[src/rtl/vid_guard_pkg.sv]
// Package: shared command encoding and helpers for the voltage-code controller.
// Assumes command strobes are already synchronous single-cycle pulses.
package vid_guard_pkg;

    typedef enum logic [1:0] {
        CMD_NONE = 2'd0,
        CMD_ON   = 2'd1,
        CMD_OFF  = 2'd2
    } cmd_e;

    // Resolve two strobes into one command; On has priority over Off.
    function automatic cmd_e cmd_decode(input logic on_s, input logic off_s);
        if (on_s)       return CMD_ON;
        else if (off_s) return CMD_OFF;
        else            return CMD_NONE;
    endfunction

    // Read-back status bit: low only while the converter runs.
    function automatic logic status_of(input logic running);
        return ~running;
    endfunction

endpackage

[src/rtl/vid_cmd_fsm.sv]
// Module: vid_cmd_fsm
// Tracks the bus-enable flag from On/Off strobes. Two Off strobes with no
// On between them clear the flag; any On sets it and clears the pending count.
// Assumes: strobes are single-cycle, synchronous to clk.
module vid_cmd_fsm
    import vid_guard_pkg::*;
(
    input  logic clk,
    input  logic rst_n,
    input  logic on_cmd,
    input  logic off_cmd,
    output logic bus_on
);

    logic bus_on_q;
    logic off_pend_q;
    cmd_e cmd;

    // Decode the strobe pair into one command.
    always_comb begin
        cmd = cmd_decode(on_cmd, off_cmd);
    end

    // Flag and pending-Off counter update.
    always_ff @(posedge clk) begin
        if (!rst_n) begin
            bus_on_q   <= 1'b0;
            off_pend_q <= 1'b0;
        end else begin
            unique case (cmd)
                CMD_ON: begin
                    bus_on_q   <= 1'b1;
                    off_pend_q <= 1'b0;
                end
                CMD_OFF: begin
                    if (off_pend_q) begin
                        bus_on_q   <= 1'b0;
                        off_pend_q <= 1'b0;
                    end else begin
                        off_pend_q <= 1'b1;
                    end
                end
                default: ;
            endcase
        end
    end

    assign bus_on = bus_on_q;

endmodule

[src/rtl/vid_reg_bank.sv]
// Module: vid_reg_bank
// Two code slots loaded together from a write strobe, a select multiplexer
// for the active code, and the read-back word with status bits.
// Assumes: wr_en already carries the lock gating from the top.
module vid_reg_bank
    import vid_guard_pkg::*;
#(
    parameter int CODE_W = 5,
    parameter int NSLOT  = 2
) (
    input  logic                       clk,
    input  logic                       rst_n,
    input  logic                       wr_en,
    input  logic [NSLOT*CODE_W-1:0]    wr_data,
    input  logic                       sel,
    input  logic                       running,
    output logic [CODE_W-1:0]          act_code,
    output logic [NSLOT*(CODE_W+1)-1:0] rb_word
);

    localparam int FIELD_W = CODE_W + 1;

    logic [CODE_W-1:0] slot_q [NSLOT];
    logic              st;

    // Status bit shared by every read-back field.
    always_comb begin
        st = status_of(running);
    end

    for (genvar g = 0; g < NSLOT; g++) begin : g_slot
        // Hold one slot; load it from its data field on an accepted write.
        always_ff @(posedge clk) begin
            if (!rst_n)     slot_q[g] <= '0;
            else if (wr_en) slot_q[g] <= wr_data[g*CODE_W +: CODE_W];
        end
        // Place this slot and its status bit in the read-back word.
        assign rb_word[g*FIELD_W +: FIELD_W] = {slot_q[g], st};
    end

    // Select the active slot.
    always_comb begin
        act_code = sel ? slot_q[1] : slot_q[0];
    end

endmodule

[src/rtl/vid_hold_timer.sv]
// Module: vid_hold_timer
// Power-good hold-off: output low while stopped, released after HOLD_CYCLES
// running edges, reloaded by any sel change while running.
// Assumes: sel is synchronous to clk.
module vid_hold_timer #(
    parameter int HOLD_CYCLES = 5000
) (
    input  logic clk,
    input  logic rst_n,
    input  logic running,
    input  logic sel,
    output logic pg
);

    localparam int CW = $clog2(HOLD_CYCLES + 1);
    localparam logic [CW-1:0] LOAD = CW'(HOLD_CYCLES);

    logic [CW-1:0] cnt_q;
    logic          sel_q;
    logic          sel_chg;

    // Detect a change of sel against its last sampled value.
    always_comb begin
        sel_chg = sel ^ sel_q;
    end

    // Remember sel for change detection.
    always_ff @(posedge clk) begin
        if (!rst_n) sel_q <= 1'b0;
        else        sel_q <= sel;
    end

    // Count down while running; reload when stopped or on a sel change.
    always_ff @(posedge clk) begin
        if (!rst_n)              cnt_q <= LOAD;
        else if (!running)       cnt_q <= LOAD;
        else if (sel_chg)        cnt_q <= LOAD;
        else if (cnt_q != '0)    cnt_q <= cnt_q - 1'b1;
    end

    // Release only while running and the count has expired.
    always_comb begin
        pg = running && (cnt_q == '0);
    end

endmodule

[src/rtl/vid_guard_core.sv]
// Module: vid_guard_core (top)
// Digital control core: command flag, write lock, two code slots,
// active-code select, read-back and power-good hold-off.
// Assumes: all inputs synchronous to clk; reset is synchronous, active low.
module vid_guard_core #(
    parameter int CODE_W      = 5,
    parameter int HOLD_CYCLES = 5000
) (
    input  logic                  clk,
    input  logic                  rst_n,
    input  logic                  setup_wr,
    input  logic                  on_cmd,
    input  logic                  off_cmd,
    input  logic [CODE_W-1:0]     wr_lo,
    input  logic [CODE_W-1:0]     wr_hi,
    input  logic                  ext_en,
    input  logic                  sel,
    output logic [CODE_W-1:0]     act_code,
    output logic [2*CODE_W+1:0]   rb_word,
    output logic                  pg_tmr
);

    logic bus_on;
    logic running;
    logic wr_gate;

    // Converter runs only with both enables; running locks the slots.
    always_comb begin
        running = bus_on & ext_en;
        wr_gate = setup_wr & ~running;
    end

    vid_cmd_fsm u_cmd (
        .clk     (clk),
        .rst_n   (rst_n),
        .on_cmd  (on_cmd),
        .off_cmd (off_cmd),
        .bus_on  (bus_on)
    );

    vid_reg_bank #(.CODE_W(CODE_W), .NSLOT(2)) u_bank (
        .clk      (clk),
        .rst_n    (rst_n),
        .wr_en    (wr_gate),
        .wr_data  ({wr_hi, wr_lo}),
        .sel      (sel),
        .running  (running),
        .act_code (act_code),
        .rb_word  (rb_word)
    );

    vid_hold_timer #(.HOLD_CYCLES(HOLD_CYCLES)) u_tmr (
        .clk     (clk),
        .rst_n   (rst_n),
        .running (running),
        .sel     (sel),
        .pg      (pg_tmr)
    );

endmodule

[config.mk]
export PLATFORM = sky130hd
export DESIGN_NAME = vid_guard_core
export DESIGN_NICKNAME = d
export VERILOG_FILES = /design/src/rtl/vid_guard_pkg.sv /design/src/rtl/vid_cmd_fsm.sv /design/src/rtl/vid_reg_bank.sv /design/src/rtl/vid_hold_timer.sv /design/src/rtl/vid_guard_core.sv
export SDC_FILE = /design/constraint.sdc
export NUM_CORES = 1
export LEC_CHECK = 0
export ABC_AREA = 1
export BUFFER_PORTS_ARGS = -buffer_cell sky130_fd_sc_hd__buf_4
export CORE_AREA = 2 2 52 54
export CTS_CLUSTER_DIAMETER = 30
export DETAILED_ROUTE_END_ITERATION = 12
export DIE_AREA = 0 0 54 56
export PLACE_DENSITY = 0.91
export SYNTH_ARGS = -nofsm -noshare
export SYNTH_HDL_FRONTEND = slang
export SYNTH_HIERARCHICAL = 1
export SYNTH_SLANG_ARGS = --single-unit
[constraint.sdc]
create_clock -name clk -period 2.5 [get_ports clk]
set_input_delay 0.375 -clock clk [delete_from_list [all_inputs] [get_ports clk]]
set_output_delay 0.375 -clock clk [all_outputs]
set_load 0.03 [all_outputs]
==> impl_metrics.csv <==
group,metric,value,unit
outcome,status,"finished, final reports clean",
timing,setup-violations-final,0,
setup_path,rr_startpoint,"u_cmd/bus_on",
power_and_ir_drop,finalPower,0.906,mW
detailed_routing,drtIter0Drc,16,
flow_run,cap_viol_max_count,0,
detailed_routing,vias,1074,
setup_path,cp.required,2.12,ns
setup_path,crit_fanout,13,
placement,dp_hpwl,1820,um
hold_path,hold_end,"u_cmd/off_pend_q",
hold_path,hp-start,"off_cmd",
floorplanning,die_x,54,um
synthesis,synth.avg_cell_area,7.81,um^2
setup_path,crit_buf_inv,2,
final_layout,n_antenna_cell,0,
timing,maxSlewViolCount,0,
placement,placed_area,1580,um^2
cts,clkTransAtPathRegs,0.14,ns
timing,hold_violations,0,
cts,clkSinkCount,26,
power_and_ir_drop,p_per_area,556,nW/um^2
final_layout,syn2layout_area_growth,24.3,%
detailed_routing,first_pass_iters,4,
cts,ctsLongestPathBuffers,2,
timing,period_needed,2.05,ns
global_route,grt_overflow,0,
synthesis,synth_cells,168,
timing,finalCritPeriodShare,0.818,
setup_path,cp_top_family,"simple AND/OR/NAND/NOR gates",
final_layout,instances_no_fill,233,
timing,whs,0.262,ns
setup_path,r2r_end,"u_tmr/cnt_q[7]",
placement,place_ws,0.830,ns
detailed_routing,via_per_inst,4.61,
detailed_routing,antenna_left,0,
timing,grt_setup_unrepaired,"no",
floorplanning,core_area,2430,um^2
power_and_ir_drop,ir_drop,0.000420,V
setup_path,critical_path_class,"reg -> out",
placement,portBuffers,34,
cts,clkLatencyLatePin,0.33,ns
final_layout,final_util,0.670,
cts,cts_tree,"built",
cts,cts_root_buf,"clkbuf_4",
timing,worst_slack,0.454,ns
floorplanning,pin_count,35,
power_and_ir_drop,p_leak,0.832,nW
setup_path,r2r_slack,1.01,ns
synthesis,synth_cell_types,24,
cts,cts.htree.levels,1,
setup_path,cp-start-kind,"register",
floorplanning,die_h,56,um
timing,tightestPinTransition,0.417,ns
synthesis,ys_ff_latch,26,
setup_path,critical_path.cell_chain,"inv_1 -> ha_1 -> nand2_2 -> nor2_8 -> nand2_4 -> nor2_1 -> buf_4",
final_layout,drive_above_1_share,0.251,
cts,postCtsHoldBufs,0,
floorplanning,row_count,18,
global_route,grt_use_total,0.174,
detailed_routing,route.detailed.drc,0,
synthesis,ys.warnings.count,6,
floorplanning,start_util,0.539,
cts,cts_resized,0,
synthesis,ys_seq_area_frac,0.473,
setup_path,cpMaxStageDelayCell,"dfxtp_1",
cts,post_cts_buffers,0,
global_route,grt_pass1_vias,958,
setup_path,cp-startpoint,"u_tmr/cnt_q[0]",
timing,slew_headroom,0.721,
hold_path,hold_path_class,"in -> reg",
global_route,grt_max_degree,16,
setup_path,r2r_cells,7,
setup_path,arrival,1.67,ns
detailed_routing,wl_per_cell,10.2,um
placement,place.gp.congestion,0.879,
final_layout,fin_area,1630,um^2
timing,skew,0.00845,ns
final_layout,fill_cells,217,
detailed_routing,routed_wl,2390,um
timing,fmax,489,MHz
global_route,grt_pass1_wl,3880,um
global_route,antenna_found_initial,0,
final_layout,nets,222,
setup_path,endpoint_kind,"output pin",
setup_path,critPathMaxStageDelay,0.33,ns
timing,fin_setup_tns,0,ns
placement,dpl.cell_count,229,
synthesis,synthesis.area,1310,um^2
synthesis,synth_nets,186,
hold_path,whs_path_depth,3,
floorplanning,fp.dieArea,3020,um^2
cts,cts_buffers,3,
layout make-up:
| class | instances | area, um^2 | area share |
|---|---|---|---|
| tap | 30 | 37.5 | 0.0230 |
| timing repair buffer | 34 | 255 | 0.157 |
| multi-input combinational | 110 | 556 | 0.341 |
| inverter | 29 | 109 | 0.0668 |
| clock buffer | 3 | 22.5 | 0.0138 |
| sequential | 26 | 621 | 0.381 |
| clock inverter | 1 | 30.0 | 0.0184 |
synthesized netlist by cell type:
library cell	number	area (um^2)
a21oi_1	3	15.0
o21ai_0	3	15.0
nand2_4	1	11.3
inv_1	28	105
nand3_1	10	50.1
a21boi_0	1	7.51
nand2_2	2	12.5
buf_6	1	11.3
nor2_1	34	128
buf_4	2	15.0
nor3_4	1	16.3
xnor2_1	1	8.76
a21oi_2	4	35.0
nor2_8	1	20.0
ha_1	1	12.5
edfxtp_1	10	300
xor2_1	2	17.5
dfxtp_1	16	320
nor2_4	1	11.3
and3_1	1	6.26
nand2_1	37	139
inv_2	1	3.75
nand3b_1	5	37.5
nor2_2	2	12.5
layer usage:
metal	GRT usage	vias to the layer above	wire [um]
li1	-	584	-
met1	0.209	462	1060
met2	0.291	23	1180
met3	0.0323	5	99
met4	0.0821	0	49
met5	0	-	0
flip-flops by register name, indices dropped and copies added (netlist names):
| register | flops |
|---|---|
| u_bank/slot_q | 10 |
| u_cmd/bus_on | 1 |
| u_cmd/off_pend_q | 1 |
| u_tmr/cnt_q | 13 |
| u_tmr/sel_q | 1 |
placed cells by master, fill, tap and decap left out, drive strengths merged:
cell and instances:
and3 1, o21ai 3, dfxtp 16, xnor2 1, xor2 2, nand3 10
nand2 40, nand3b 5, inv 29, nor2 38, edfxtp 10, nor3 1
bufinv 1, clkbuf 3, buf 34, a21boi 1, a21oi 7, ha 1
worst min-delay path, stage by stage:
cell    delay [ns]
buf_4         0.08
nor2_1        0.03
nor2_1        0.08
how the worst max path moves through the flow:
stage	cells past startpoint	end
floorplan	7	pg_tmr
global placement	7	pg_tmr
detailed placement	7	pg_tmr
CTS	7	pg_tmr
global route	7	pg_tmr
finish	7	pg_tmr
power breakdown:
group          total, mW  internal (mW)  switching (mW)
registers          0.468          0.458         0.00913
clock network      0.290          0.162           0.127
logic              0.148         0.0581          0.0902
kinds of logic after synthesis:
group,Yosys count,share of synthesized area
compound gates,11,0.0553
xor+xnor,3,0.0200
fa+ha+maj,1,0.00954
buf+inv,32,0.103
flops,26,0.473
simple gates,95,0.339
(Power assumes the default switching activity.)
